[config.mk]
export PLATFORM = sky130hd
export DESIGN_NAME = quad_dft4
export DESIGN_NICKNAME = d
export VERILOG_FILES = /design/src/rtl/dft4_pkg.sv /design/src/rtl/dft4_gather.sv /design/src/rtl/dft4_rot_add.sv /design/src/rtl/dft4_core.sv /design/src/rtl/dft4_accum.sv /design/src/rtl/quad_dft4.sv
export SDC_FILE = /design/constraint.sdc
export NUM_CORES = 1
export LEC_CHECK = 0
export BUFFER_PORTS_ARGS = -buffer_cell sky130_fd_sc_hd__buf_2
export CORE_MARGIN = 2
export CORE_UTILIZATION = 56
export DETAILED_ROUTE_END_ITERATION = 7
export PLACE_DENSITY_LB_ADDON = 0.25
export SETUP_SLACK_MARGIN = 0.05
export SKIP_LAST_GASP = 1
export SLEW_MARGIN = 20
export SYNTH_ARGS = -nofsm -noshare
export SYNTH_HDL_FRONTEND = slang
export SYNTH_SLANG_ARGS = --single-unit
[constraint.sdc]
create_clock -name clk -period 6.2 [get_ports clk]
set_input_delay 0.62 -clock clk [delete_from_list [all_inputs] [get_ports clk]]
set_output_delay 0.62 -clock clk [all_outputs]
set_load 0.005 [all_outputs]
[src/rtl/dft4_pkg.sv]
package dft4_pkg;
   localparam int N_PTS = 4;
   localparam int CNT_W = $clog2(N_PTS);
   // How the second operand is rotated before it is added to the first
   typedef enum logic [1:0] {
      ROT_ID,   // a + b
      ROT_NEG,  // a - b
      ROT_MJ,   // a + (-j)*b
      ROT_PJ    // a + (+j)*b
   } rot_e;
endpackage

[src/rtl/dft4_gather.sv]
module dft4_gather
   import dft4_pkg::*;
#(
   parameter int IN_W = 12
) (
   input  logic                    clk,
   input  logic                    rst_n,
   input  logic                    in_valid,
   input  logic [IN_W-1:0]         in_i,
   input  logic [IN_W-1:0]         in_q,
   output logic                    grp_valid,
   output logic [N_PTS*IN_W-1:0]   grp_i,
   output logic [N_PTS*IN_W-1:0]   grp_q
);
   localparam int HELD = N_PTS - 1;
   localparam logic [CNT_W-1:0] LAST = CNT_W'(HELD);

   logic [CNT_W-1:0] fill;
   logic [IN_W-1:0]  hold_i [HELD];
   logic [IN_W-1:0]  hold_q [HELD];

   always_ff @(posedge clk or negedge rst_n) begin
      if (!rst_n) begin
         fill <= '0;
      end else if (in_valid) begin
         fill <= (fill == LAST) ? '0 : fill + 1'b1;
      end
   end

   for (genvar k = 0; k < HELD; k++) begin : g_hold
      always_ff @(posedge clk or negedge rst_n) begin
         if (!rst_n) begin
            hold_i[k] <= '0;
            hold_q[k] <= '0;
         end else if (in_valid && fill == CNT_W'(k)) begin
            hold_i[k] <= in_i;
            hold_q[k] <= in_q;
         end
      end
   end

   always_ff @(posedge clk or negedge rst_n) begin
      if (!rst_n) begin
         grp_valid <= 1'b0;
         grp_i     <= '0;
         grp_q     <= '0;
      end else begin
         grp_valid <= in_valid && (fill == LAST);
         if (in_valid && fill == LAST) begin
            for (int k = 0; k < HELD; k++) begin
               grp_i[k*IN_W +: IN_W] <= hold_i[k];
               grp_q[k*IN_W +: IN_W] <= hold_q[k];
            end
            grp_i[HELD*IN_W +: IN_W] <= in_i;
            grp_q[HELD*IN_W +: IN_W] <= in_q;
         end
      end
   end
endmodule

[src/rtl/dft4_rot_add.sv]
module dft4_rot_add
   import dft4_pkg::*;
#(
   parameter int   W   = 12,
   parameter rot_e ROT = ROT_ID
) (
   input  logic signed [W-1:0] a_i,
   input  logic signed [W-1:0] a_q,
   input  logic signed [W-1:0] b_i,
   input  logic signed [W-1:0] b_q,
   output logic signed [W:0]   y_i,
   output logic signed [W:0]   y_q
);
   if (W < 2) begin : g_bad_w
      $error("dft4_rot_add: W must be at least 2");
   end

   logic signed [W:0] ai, aq, bi, bq;
   assign ai = {a_i[W-1], a_i};
   assign aq = {a_q[W-1], a_q};
   assign bi = {b_i[W-1], b_i};
   assign bq = {b_q[W-1], b_q};

   if (ROT == ROT_ID) begin : g_id
      assign y_i = ai + bi;
      assign y_q = aq + bq;
   end else if (ROT == ROT_NEG) begin : g_neg
      assign y_i = ai - bi;
      assign y_q = aq - bq;
   end else if (ROT == ROT_MJ) begin : g_mj
      // -j*(bi + j bq) = bq - j bi
      assign y_i = ai + bq;
      assign y_q = aq - bi;
   end else begin : g_pj
      // +j*(bi + j bq) = -bq + j bi
      assign y_i = ai - bq;
      assign y_q = aq + bi;
   end
endmodule

[src/rtl/dft4_core.sv]
module dft4_core
   import dft4_pkg::*;
#(
   parameter int IN_W = 12,
   localparam int MID_W = IN_W + 1,
   localparam int BIN_W = IN_W + CNT_W
) (
   input  logic [N_PTS*IN_W-1:0]   grp_i,
   input  logic [N_PTS*IN_W-1:0]   grp_q,
   output logic [N_PTS*BIN_W-1:0]  bins_i,
   output logic [N_PTS*BIN_W-1:0]  bins_q
);
   localparam int HALF = N_PTS / 2;

   // first radix-2 stage: pair sample p with sample p+2
   logic signed [MID_W-1:0] ev_i [HALF];
   logic signed [MID_W-1:0] ev_q [HALF];
   logic signed [MID_W-1:0] od_i [HALF];
   logic signed [MID_W-1:0] od_q [HALF];

   for (genvar p = 0; p < HALF; p++) begin : g_st1
      dft4_rot_add #(.W(IN_W), .ROT(ROT_ID)) u_sum (
         .a_i(grp_i[p*IN_W +: IN_W]),        .a_q(grp_q[p*IN_W +: IN_W]),
         .b_i(grp_i[(p+HALF)*IN_W +: IN_W]), .b_q(grp_q[(p+HALF)*IN_W +: IN_W]),
         .y_i(ev_i[p]), .y_q(ev_q[p])
      );
      dft4_rot_add #(.W(IN_W), .ROT(ROT_NEG)) u_dif (
         .a_i(grp_i[p*IN_W +: IN_W]),        .a_q(grp_q[p*IN_W +: IN_W]),
         .b_i(grp_i[(p+HALF)*IN_W +: IN_W]), .b_q(grp_q[(p+HALF)*IN_W +: IN_W]),
         .y_i(od_i[p]), .y_q(od_q[p])
      );
   end

   // second stage: even bins from the sums, odd bins from the rotated differences
   for (genvar k = 0; k < N_PTS; k++) begin : g_st2
      localparam rot_e R = (k == 0) ? ROT_ID :
                           (k == 1) ? ROT_MJ :
                           (k == 2) ? ROT_NEG : ROT_PJ;
      logic signed [BIN_W-1:0] y_i, y_q;
      if (k % 2 == 0) begin : g_even
         dft4_rot_add #(.W(MID_W), .ROT(R)) u_b (
            .a_i(ev_i[0]), .a_q(ev_q[0]), .b_i(ev_i[1]), .b_q(ev_q[1]),
            .y_i(y_i), .y_q(y_q)
         );
      end else begin : g_odd
         dft4_rot_add #(.W(MID_W), .ROT(R)) u_b (
            .a_i(od_i[0]), .a_q(od_q[0]), .b_i(od_i[1]), .b_q(od_q[1]),
            .y_i(y_i), .y_q(y_q)
         );
      end
      assign bins_i[k*BIN_W +: BIN_W] = y_i;
      assign bins_q[k*BIN_W +: BIN_W] = y_q;
   end
endmodule

[src/rtl/dft4_accum.sv]
module dft4_accum
   import dft4_pkg::*;
#(
   parameter int BIN_W = 14,
   localparam int SUM_W = BIN_W + CNT_W
) (
   input  logic [N_PTS*BIN_W-1:0] bins_i,
   input  logic [N_PTS*BIN_W-1:0] bins_q,
   output logic [SUM_W-1:0]       sum_i,
   output logic [SUM_W-1:0]       sum_q
);
   localparam int EXT = SUM_W - BIN_W;

   always_comb begin
      sum_i = '0;
      sum_q = '0;
      for (int k = 0; k < N_PTS; k++) begin
         sum_i = sum_i + {{EXT{bins_i[k*BIN_W + BIN_W-1]}}, bins_i[k*BIN_W +: BIN_W]};
         sum_q = sum_q + {{EXT{bins_q[k*BIN_W + BIN_W-1]}}, bins_q[k*BIN_W +: BIN_W]};
      end
   end
endmodule

[src/rtl/quad_dft4.sv]
module quad_dft4
   import dft4_pkg::*;
#(
   parameter int IN_W = 12,
   localparam int BIN_W = IN_W + CNT_W,
   localparam int SUM_W = BIN_W + CNT_W
) (
   input  logic                    clk,
   input  logic                    rst_n,
   input  logic                    in_valid,
   input  logic [IN_W-1:0]         in_i,
   input  logic [IN_W-1:0]         in_q,
   output logic                    out_valid,
   output logic [N_PTS*BIN_W-1:0]  bins_i,
   output logic [N_PTS*BIN_W-1:0]  bins_q,
   output logic [SUM_W-1:0]        sum_i,
   output logic [SUM_W-1:0]        sum_q
);
   if (IN_W < 2) begin : g_bad_in_w
      $error("quad_dft4: IN_W must be at least 2");
   end

   logic                    grp_valid;
   logic [N_PTS*IN_W-1:0]   grp_i, grp_q;
   logic [N_PTS*BIN_W-1:0]  cb_i, cb_q;
   logic [SUM_W-1:0]        cs_i, cs_q;

   dft4_gather #(.IN_W(IN_W)) u_gather (
      .clk(clk), .rst_n(rst_n), .in_valid(in_valid), .in_i(in_i), .in_q(in_q),
      .grp_valid(grp_valid), .grp_i(grp_i), .grp_q(grp_q)
   );

   dft4_core #(.IN_W(IN_W)) u_core (
      .grp_i(grp_i), .grp_q(grp_q), .bins_i(cb_i), .bins_q(cb_q)
   );

   dft4_accum #(.BIN_W(BIN_W)) u_accum (
      .bins_i(cb_i), .bins_q(cb_q), .sum_i(cs_i), .sum_q(cs_q)
   );

   always_ff @(posedge clk or negedge rst_n) begin
      if (!rst_n) begin
         out_valid <= 1'b0;
         bins_i    <= '0;
         bins_q    <= '0;
         sum_i     <= '0;
         sum_q     <= '0;
      end else begin
         out_valid <= grp_valid;
         if (grp_valid) begin
            bins_i <= cb_i;
            bins_q <= cb_q;
            sum_i  <= cs_i;
            sum_q  <= cs_q;
         end
      end
   end
endmodule

# Word level (Yosys, flattened, before mapping)
# Cells that the tools add are included.
# word_totals
register_bits	316
elab_cells	47
# op_classes
n_addsub	23
reduce_logical	5
mux	1
eq_ne	3
# op_table
cell	count
$add A16 B16 Y16	4
$add A13 B13 Y14	4
$sub A13 B13 Y14	4
$add A12 B12 Y13	4
$sub A12 B12 Y13	4
$add A14 B14 Y15	2
$eq A2 B2 Y1 const B	2
$logic_and A1 B1 Y1	4
$add A2 B1 Y2 const B	1
$eq A2 B1 Y1 const B	1
$logic_not A2 Y1	1
$mux W2	1

# Depth between registers and ports, before layout
# Gate-level depths: netlist (run 1).
# logic_depth
ltp_word	5
depth_mapped	33
ltp_nobuf	32

# Cells and area by module
# Synthesis (run 1) repeated with hierarchy kept, for this count alone.
# hier_totals
cells_unflattened	2421
hier_area_um2	25341.8
# by_module_without_submodules
mod	area_per_inst_um2	cells_each	seq_area_each_um2	instances
dft4_gather	6661.4	371	4279.1	1
quad_dft4	5605.4	305	3628.5	1
dft4_accum	3094.2	386	0.0	1
dft4_rot_add (u_core.g_st1[0].u_dif ...)	1290.0	182	0.0	2
dft4_rot_add (u_core.g_st2[0].g_even.u_b)	1341.3	172	0.0	1
dft4_rot_add (u_core.g_st2[1].g_odd.u_b)	1303.8	182	0.0	1
dft4_rot_add (u_core.g_st2[3].g_odd.u_b)	1288.7	176	0.0	1
dft4_rot_add (u_core.g_st2[2].g_even.u_b)	1267.5	179	0.0	1
dft4_rot_add (u_core.g_st1[0].u_sum)	1104.8	141	0.0	1
dft4_rot_add (u_core.g_st1[1].u_sum)	1094.8	145	0.0	1

# Worst setup path after synthesis (run 1)
# No wires, ideal clock.
# synth_path
path_kind	register to register
startpoint	register u_gather.grp_q[25]
endpoint	register sum_q[14]
path_stages_with_launch	31
t_arrival_ns	6.053
t_required_ns	6.075
setup_slack_ns	0.022
n_path_buf	0
setup_ns	0.125
path_cell_list	dfrtp_1 inv_1 ha_1 nor2b_1 o21ai_0 a21boi_0 o21ai_0 a21boi_0 o21ai_0 nor2b_1 xnor2_1 ha_1 or3_1 a2111oi_2 nor3_1 o21a_1 nor2_1 xnor2_1 inv_1 ha_1 nor2b_1 a221o_1 xor2_1 fa_1 ha_1 or2_2 a21oi_1 inv_1 a31oi_1 xnor2_1 mux2_2
# synth_via
elab_chain_cells	5
elab_cells_between_ends	9
# synth_rtl
element	line_no	rtl
from (decl)	dft4_gather.sv:13	output logic [N_PTS*IN_W-1:0] grp_q
from (signal, indexed assignment)	dft4_gather.sv:52	grp_q[k*IN_W +: IN_W] <= hold_q[k];
from (signal, indexed assignment)	dft4_gather.sv:55	grp_q[HELD*IN_W +: IN_W] <= in_q;
$add A12 B12 Y13 / $sub A12 B12 Y13 (equally long branches)	dft4_rot_add.sv:26, dft4_rot_add.sv:29	
$add A13 B13 Y14 / $sub A13 B13 Y14 (equally long branches)	dft4_rot_add.sv:26, dft4_rot_add.sv:33	
$add A14 B14 Y15	dft4_accum.sv:19	sum_q = sum_q + {{EXT{bins_q[k*BIN_W + BIN_W-1]}}, bins_q[k*BIN_W +: BIN_W]};
$add A16 B16 Y16	dft4_accum.sv:19	
$add A16 B16 Y16 *	dft4_accum.sv:19	
to (signal assigned)	quad_dft4.sv:54	sum_q <= cs_q;
to (decl)	quad_dft4.sv:17	output logic [SUM_W-1:0] sum_q
# Mark *: on every way between the ends. The rest lies on a longest branch, timed or not.
# A chain may end at the register's enable or synchronous reset.

# Final worst setup path (run 1)
# layout_path
startpoint	register u_gather.grp_q[12]
endpoint	register sum_q[14]
# layout_via
elab_chain_cells	5
elab_cells_between_ends	6
# layout_rtl
element	line_no	rtl
$add A12 B12 Y13	dft4_rot_add.sv:26	assign y_q = aq + bq;
$add A13 B13 Y14	dft4_rot_add.sv:26	
via cb_q[7]	quad_dft4.sv:25	logic [N_PTS*BIN_W-1:0] cb_i, cb_q;
$add A14 B14 Y15	dft4_accum.sv:19	
$add A16 B16 Y16 (2 in a row)	dft4_accum.sv:19	
# The timed path passes the listed nets, and every way through them passes these cells.

==> out/qor.csv, run 1 <==
metric;value;unit
outcome;finished, violations left;
failing checks;setup timing;
Async SR Flop Fraction;100;%
endpoints failing hold;0;
Startpoint Class;flip-flop;
most frequent cells in the layout;350 x buf_4, 311 x dfrtp_1, 253 x inv_1;
cell taking the most area after synthesis;dfrtp_1;
warnings from Yosys;0;
cell row count;74;
Place WS;-442;ps
I/O Buffers;171;
Bufs on Longest Clock Path;3;
post-synthesis register bit count;312;
chip height;207;µm
proportion of layout cells with a drive suffix above 1;35.2;%
Synth top area share;33.9;%
Worst Tran Pin Value;1020;ps
Die ar.;42700;µm²
Iteration-0 DRC Markers;1276;
CTS tree;built;
slowest library cell on the worst path;fa_1;
Antenna Nets Post-Route;0;
Worst R2R Setup Slack;-100;ps
number of synthesized flops with an enable pin;0;
GRT overflow;0;
final wirelength;62900;µm
Distinct cells, synth;73;
Slew Limit Fails;0;
Finished Cell Area;29300;µm²
RSZ-0062 raised after global routing;true;
crit-path most repeated cell;buf_4;
CP Class;reg2reg;
GR Util All Layers;28.8;%
# DRC;0;
ant diodes;0;
Worst setup EP type;flip-flop;
clk root buf;clkbuf_16;
Post-Syn Instances;2375;
Worst path depth;30;
TritonCTS buffer count;35;
placed instance area;26600;µm²
Top Ports;172;
Max-cap violations;0;
vias;18900;
critical path required time;6630;ps
worst reg2reg path depth;30;
fin nets;3201;
worst-skew pair later-pin latency;550;ps
HP Class;in2async;
Clk pin slew, worst setup/hold paths;60;ps
area grow syn2layout;27.4;%
Syn Area/Cell;9.68;µm²
fin worst setup slack;-97.5;ps
CP max stage delay;500;ps
Post-Syn Area;23000;µm²
Seq/Total Area, Yosys;33.9;%
RR Startpoint;u_gather.grp_q[12]$_DFFE_PN0P_;
Chip Width;207;µm
Avg Vias per Cell;5.53;
H-tree levels;2;
crit share post-route;102;%
CP arrival;6730;ps
Syn Nets;2712;
CTS Sinks;312;
Worst R2R End;sum_q[14]$_DFFE_PN0P_;
Pre-Repair DR Iteration Count;5;
floorplan core area;40600;µm²
minimum clock period;6300;ps
global-route wire length before repair;96100;µm
Setup Viol. Count Final;3;
top_reg_cell synth;dfrtp_1;
synth top area cells;dfrtp_1 34%, ha_1 14%, mux2_2 10%, xnor2_1 4.9%, fa_1 4.4%;
initial antenna violation count;0;
commonest non-fill, non-tap cell in the layout;buf_4;
Max-Slew Margin vs Limit;32.1;%
hpwl dp;48300;µm
Initial Utilization;56.6;%
filler instances;3002;
largest net degree at the start of global routing;130;
number of global-route vias before repair;18500;
GPL Wtd Cong;0.937;
CP top delay family;compound AO/OA/AOI/OAI gates;
critical-path maximum fanout;3;
Achievable Freq;159;MHz
drt wl/cell;18.4;µm
CP bufs+invs;7;
clk_skew;18.7;ps
[metal layers]
metal  global-route usage, %  vias to the layer above  part of all wire [%]
met5                       0                        -                     0
met1                    41.8                     9218                    47
met4                    9.80                        0                   3.0
met3                    3.19                      117                   5.1
li1                        -                     9060                     -
met2                    45.0                      540                    45
[cell type report]
| cell class | count | area [µm²] | area share [%] |
|---|---|---|---|
| Clock inverter | 8 | 81.3 | 0.278 |
| Sequential cell | 312 | 7810 | 26.7 |
| Timing Repair Buffer | 526 | 3560 | 12.1 |
| Multi-Input combinational cell | 1726 | 15100 | 51.6 |
| Tap cell | 532 | 666 | 2.27 |
| Clock buffer | 54 | 1060 | 3.62 |
| Inverter | 263 | 990 | 3.38 |
[logic make-up after synthesis]
family,count (synthesis),share of synthesized area [%]
buffers and inverters,337,5.66
xor gates and xnor gates,194,7.42
AOI/OAI and AO/OA,527,14.5
and+or+nand+nor,488,9.80
adders and majority gates,310,18.5
DFF,312,33.9
muxes,207,10.1
[flip-flops by register name, indices dropped and copies added, names as in the netlist, 16 cells and up]
register,cells
bins_i,54
bins_q,54
sum_i,16
sum_q,16
u_gather.grp_i,48
u_gather.grp_q,48
u_gather.hold_i,36
u_gather.hold_q,36
[synth_stat cells (4+ instances only)]
master    count
a211o_1       8
a211oi_1     18
a21boi_0     15
a21o_1       26
a21oi_1     152
a31oi_1      14
and2_1        4
and3_1       13
buf_1        10
buf_2         5
buf_4         4
clkbuf_1     52
dfrtp_1     312
fa_1         50
ha_1        260
inv_1       262
mux2_2      207
nand2_1     114
nand2b_1     25
nand3_1      11
nand3b_1      8
nor2_1      196
nor2b_1      28
nor3_1       47
nor3b_1       4
nor4_1        6
o211ai_1      7
o21a_1       24
o21ai_0     152
o21bai_1     42
o221ai_1      5
o31a_1        5
o31ai_1       8
o41ai_1       7
or2_2         7
or3_1        15
xnor2_1     128
xor2_1       65
[how the worst max path moves through the flow]
stage	start	endpoint	slack [ps]
finish	u_gather.grp_q[12]$_DFFE_PN0P_	sum_q[14]$_DFFE_PN0P_	-100
global route	u_gather.grp_i[24]$_DFFE_PN0P_	sum_i[14]$_DFFE_PN0P_	-270
CTS	u_gather.grp_q[0]$_DFFE_PN0P_	sum_q[15]$_DFFE_PN0P_	3
detailed placement	u_gather.grp_i[13]$_DFFE_PN0P_	sum_q[15]$_DFFE_PN0P_	-440
global placement	u_gather.grp_i[13]$_DFFE_PN0P_	sum_q[14]$_DFFE_PN0P_	-270
floorplan	u_gather.grp_q[12]$_DFFE_PN0P_	sum_i[14]$_DFFE_PN0P_	60
[through the flow]
step	TNS, ps	instances	hold slack [ps]	utilization [%]
global placement	-1200	3313	453	65.4
floorplan	0	2375	324	-
global route	-1420	3421	187	72.1
detailed placement	-2730	3313	462	65.4
CTS	0	3400	145	69.9
finish	-226	3421	120	72.1
[repair_timing]
item	4_1_cts	5_1_grt
cloned	0	0
endpoints found under the setup margin	11	13
pin swaps	81	74
hold buffers	0	0
hold endpoints to repair	0	0
gates resized for setup	124	158
setup buffers	25	21
Power of run 1 is left out: the tool's default activity adds up to more than one toggle a clock period on the data nets, which glitch-free logic cannot reach.
==> run 2: changes to the inputs <==
CORE_UTILIZATION = 40   (was 56)
CTS_BUF_LIST = sky130_fd_sc_hd__clkbuf_8 sky130_fd_sc_hd__clkbuf_16   (was unset)
RECOVER_POWER = 50   (was unset)
==> run 2 against run 1 <==
Net effect: the flow finishes with violations (capacitance limit, slew limit, setup timing); global-route usage is 7.0 points lower; worst setup slack better by 69 ps; register-to-register slack better by 70 ps; non-clock buffer count is 61 higher; clock skew is 8.9 ps higher; die area is 39% higher; critical path type unchanged; critical endpoint is now sum_i[14]$_DFFE_PN0P_.
==> out/qor.csv, run 2 (synthesized netlist as in run 1, its figures left out) <==
metric;value;unit
outcome;finished, violations left;
failing checks;capacitance limit, slew limit, setup timing;
chip height;244;µm
number of global-route vias before repair;19000;
Top Ports;172;
RR Startpoint;u_gather.grp_i[24]$_DFFE_PN0P_;
Bufs on Longest Clock Path;3;
TNS Setup;-46.0;ps
Hold WS;314;ps
ant diodes;0;
Max-Slew Margin vs Limit;-252;%
floorplan core area;56600;µm²
CP bufs+invs;3;
crit share post-route;100;%
most frequent cells in the layout;403 x buf_4, 311 x dfrtp_1, 259 x inv_1;
Die ar.;59400;µm²
Initial Utilization;40.6;%
Achievable Freq;161;MHz
GPL Wtd Cong;0.920;
HP Class;in2reg;
CTS Sinks;312;
drt wl/cell;17.7;µm
cell row count;87;
critical-path maximum fanout;3;
critical path required time;6640;ps
worst-skew pair later-pin latency;570;ps
Setup Viol. Count Final;2;
proportion of layout cells with a drive suffix above 1;35.8;%
endpoints failing hold;0;
fin nets;3266;
minimum clock period;6230;ps
global-route wire length before repair;103000;µm
filler instances;5126;
Place WS;-400;ps
H-tree levels;2;
slowest library cell on the worst path;fa_1;
Max-cap violations;5;
area grow syn2layout;31.3;%
CP startpoint;u_gather.grp_i[24]$_DFFE_PN0P_;
HP Start;in_i[3];
final wirelength;65800;µm
Worst Tran Pin Value;5280;ps
GRT overflow;0;
clk root buf;clkbuf_16;
I/O Buffers;171;
TritonCTS buffer count;39;
CP max stage delay;430;ps
CTS tree;built;
GR Util All Layers;21.8;%
Startpoint Class;flip-flop;
largest net degree at the start of global routing;156;
# DRC;0;
Antenna Nets Post-Route;0;
clk_skew;27.5;ps
fin worst setup slack;-29.0;ps
vias;18800;
Worst setup EP type;flip-flop;
Pre-Repair DR Iteration Count;5;
hpwl dp;51100;µm
CP top delay family;compound AO/OA/AOI/OAI gates;
crit-path most repeated cell;buf_4;
Regs by FF count;bins_i x54, bins_q x54;
CP arrival;6670;ps
Avg Vias per Cell;5.05;
Chip Width;244;µm
commonest non-fill, non-tap cell in the layout;buf_4;
RSZ-0062 raised after global routing;true;
initial antenna violation count;1;
CP Class;reg2reg;
Iteration-0 DRC Markers;989;
Slew Limit Fails;284;
Clk pin slew, worst setup/hold paths;60;ps
## run 2: cell count changes in the layout (fill, tap and decap cells not counted), moves of 4 or more
cell      previous run  this run
buf_2              170       144
nor2_1             185       189
a21oi_2             38        33
ha_1               230       221
clkbuf_1            10        30
inv_1              253       259
nor2_2              12         8
a21oi_1            115       119
buf_4              350       403
ha_4                16        23
## run 2: final timing paths
check,endpoint,slack [ps],cells past startpoint
max,sum_i[14]$_DFFE_PN0P_,-30,27
min,u_gather.grp_i[39]$_DFFE_PN0P_,310,3
max reg2reg,sum_i[14]$_DFFE_PN0P_,-30,27
min reg2reg,u_gather.grp_i[29]$_DFFE_PN0P_,470,2
max in group asynchronous,bins_i[22]$_DFFE_PN0P_,1200,2
min in group asynchronous,u_gather.hold_q[33]$_DFFE_PN0P_,1960,1
## run 2: what timing repair did
action,4_1_cts,5_1_grt
setup endpoints to repair,10,12
setup buffers,38,28
hold buffers,0,0
resized for setup,124,168
pin swaps,94,144
gates cloned,0,0
## run 2: per-stage QoR
step	utilization, %	instance area (µm²)	instances
after global placement	48.0	27200	3578
after detailed placement	48.0	27200	3578
final	53.3	30200	3712
after global routing	53.3	30200	3712
after CTS	51.7	29300	3684
after floorplan	-	23000	2375
## run 2: final cells by class
| type | instances | area [µm²] | area share, % |
|---|---|---|---|
| clock inverter | 23 | 238 | 0.787 |
| tap | 756 | 946 | 3.13 |
| multi-input combinational | 1726 | 15200 | 50.3 |
| inverter | 263 | 990 | 3.28 |
| timing repair buffer | 587 | 3970 | 13.1 |
| clock buffer | 45 | 1070 | 3.54 |
| sequential | 312 | 7810 | 25.9 |
## run 2: worst register-to-register path: stages, from the launching register on
cell,delay [ps]
dfrtp_1,420
ha_4,190
fa_2,360
nor2b_1,130
o21ai_1,90
a21boi_1,220
o21ai_1,130
a21boi_1,230
o21a_1,190
o21ai_2,90
a211o_1,310
o311ai_4,100
ha_1,300
nor2b_4,140
a221oi_2,280
o311ai_2,190
buf_4,170
buf_4,120
buf_4,150
xor2_4,240
xor2_2,170
fa_1,430
ha_2,200
or3_4,380
a211o_1,290
a31oi_2,210
xnor2_1,120
mux2_4,260
## run 2: routing by layer
layer | global-route usage, % | vias to the layer above | part of all wire (%)
li1 | - | 9178 | -
met1 | 31.4 | 9146 | 49
met2 | 33.7 | 348 | 45
met3 | 2.71 | 85 | 3.5
met4 | 7.51 | 2 | 2.9
met5 | 0 | - | 0.020
Power of run 2 is left out for the same reason.
==> run 3: changes to the inputs <==
REMOVE_ABC_BUFFERS = 1   (was unset)
==> run 3 against run 2 <==
Net effect: the flow still finishes with violations (capacitance limit, slew limit, setup timing); sequential share of layout area decreased by 0.30 points; first-iteration DRC count decreased by 3.6%; cell count increased by 0.43%; register-to-register slack about the same; clock skew decreased by 10 ps; critical path depth increased by 4; hold slack improved by 4.5 ps; maximum frequency decreased by 0.10%; via count increased by 0.84%; core utilization increased by 0.63 points; flip-flop and latch count unchanged; critical path type unchanged; largest cell class unchanged.
==> out/qor.csv, run 3 (synthesized netlist as in run 1, its figures left out) <==
metric;value;unit
most frequent cells in the layout;420 x buf_4, 310 x dfrtp_1, 253 x inv_1;
global-route wire length before repair;103000;µm
placed instance area;27400;µm²
Setup Viol. Count Final;1;
outcome;finished, violations left;
number of global-route vias before repair;19200;
Die ar.;59400;µm²
hpwl dp;50200;µm
Clk pin slew, worst setup/hold paths;60;ps
TritonCTS buffer count;37;
Worst R2R Setup Slack;-40;ps
Finished Cell Area;30600;µm²
drt wl/cell;17.6;µm
Iteration-0 DRC Markers;953;
Slew Limit Fails;371;
Worst Tran Pin Value;3760;ps
slowest library cell on the worst path;fa_1;
Avg Vias per Cell;5.07;
worst-skew pair later-pin latency;560;ps
ant diodes;0;
final wirelength;65800;µm
fin nets;3282;
vias;18900;
Chip Width;244;µm
cell row count;87;
largest net degree at the start of global routing;129;
area grow syn2layout;32.8;%
crit share post-route;101;%
Pre-Repair DR Iteration Count;5;
GPL Wtd Cong;0.900;
Max-cap violations;5;
# DRC;0;
proportion of layout cells with a drive suffix above 1;37.1;%
clk_skew;17.5;ps
Top Ports;172;
critical-path maximum fanout;4;
CP arrival;6680;ps
CP Class;reg2reg;
Bufs on Longest Clock Path;3;
Initial Utilization;40.6;%
H-tree levels;2;
Startpoint Class;flip-flop;
GR Util All Layers;21.6;%
Regs by FF count;bins_i x54, bins_q x54;
crit-path most repeated cell;buf_4;
Antenna Nets Post-Route;0;
failing checks;capacitance limit, slew limit, setup timing;
fin worst setup slack;-35.5;ps
TNS Setup;-35.5;ps
clk root buf;clkbuf_16;
CP max stage delay;480;ps
Max-Slew Margin vs Limit;-151;%
initial antenna violation count;2;
endpoints failing hold;0;
I/O Buffers;171;
floorplan core area;56600;µm²
Achievable Freq;160;MHz
GRT overflow;0;
HP Class;in2reg;
commonest non-fill, non-tap cell in the layout;buf_4;
Worst setup EP type;flip-flop;
critical path required time;6650;ps
RSZ-0062 raised after global routing;true;
chip height;244;µm
CTS tree;built;
CTS Sinks;312;
minimum clock period;6240;ps
[run 3: cell types whose count changed in the layout (fill, tap and decap cells not counted), sizes merged]
| cell | change |
|---|---|
| clkinvlp | -1 |
| clkbuf | +3 |
| clkinv | -1 |
| buf | +17 |
| inv | -2 |
[run 3: cell type report]
type | instances | area, µm²
Inverter | 263 | 993
Sequential cell | 312 | 7810
Multi-Input combinational cell | 1726 | 15400
Clock buffer | 47 | 1090
Tap cell | 756 | 946
Fill cell | 5125 | 26100
Timing Repair Buffer | 605 | 4120
Clock inverter | 19 | 196
[run 3: worst paths after layout]
| check | startpoint | to | cells after the start |
|---|---|---|---|
| worst max-delay path | u_gather.grp_q[37]$_DFFE_PN0P_ | sum_q[14]$_DFFE_PN0P_ | 31 |
| max in group asynchronous | rst_n | bins_i[35]$_DFFE_PN0P_ | 2 |
| worst min-delay path | in_i[6] | u_gather.grp_i[42]$_DFFE_PN0P_ | 3 |
| worst max register to register | u_gather.grp_q[37]$_DFFE_PN0P_ | sum_q[14]$_DFFE_PN0P_ | 31 |
| worst min register to register | u_gather.hold_q[25]$_DFFE_PN0P_ | u_gather.grp_q[1]$_DFFE_PN0P_ | 2 |
| min in group asynchronous | rst_n | u_gather.hold_q[5]$_DFFE_PN0P_ | 1 |
[run 3: metrics by stage]
step	cells	utilization, %	hold WS, ps	setup WS [ps]
after global placement	3616	48.5	455	-368
after CTS	3707	52.2	164	-63.9
after floorplan	2301	-	324	-77.4
final	3728	54.0	318	-35.5
after global routing	3728	54.0	324	-300
after detailed placement	3616	48.5	464	-602
[run 3: critical path: cells and delay by family, from the launching register on]
kind / cells / cell delay [ps]
AND/OR/NAND/NOR: 5 / 570
buffers and inverters: 8 / 1030
AO/OA/AOI/OAI: 8 / 1670
flip-flops: 1 / 380
multiplexers: 1 / 260
adder cells (fa/ha/maj): 5 / 1500
XOR/XNOR: 4 / 720
[run 3: layer usage]
| layer | track usage [%] | up-vias | wire (µm) |
|---|---|---|---|
| met1 | 30.1 | 9311 | 31300 |
| met2 | 35.9 | 298 | 30800 |
| met5 | 0 | - | 0 |
| met4 | 4.84 | 0 | 1540 |
| li1 | - | 9217 | - |
| met3 | 2.63 | 90 | 2180 |
[run 3: timing repair]
action                     CTS  global route
setup buffers               25            21
setup endpoints to repair   12            13
hold buffers                 0             0
pin swaps                   91           115
gates resized for setup    157           186
Power of run 3 is left out for the same reason.
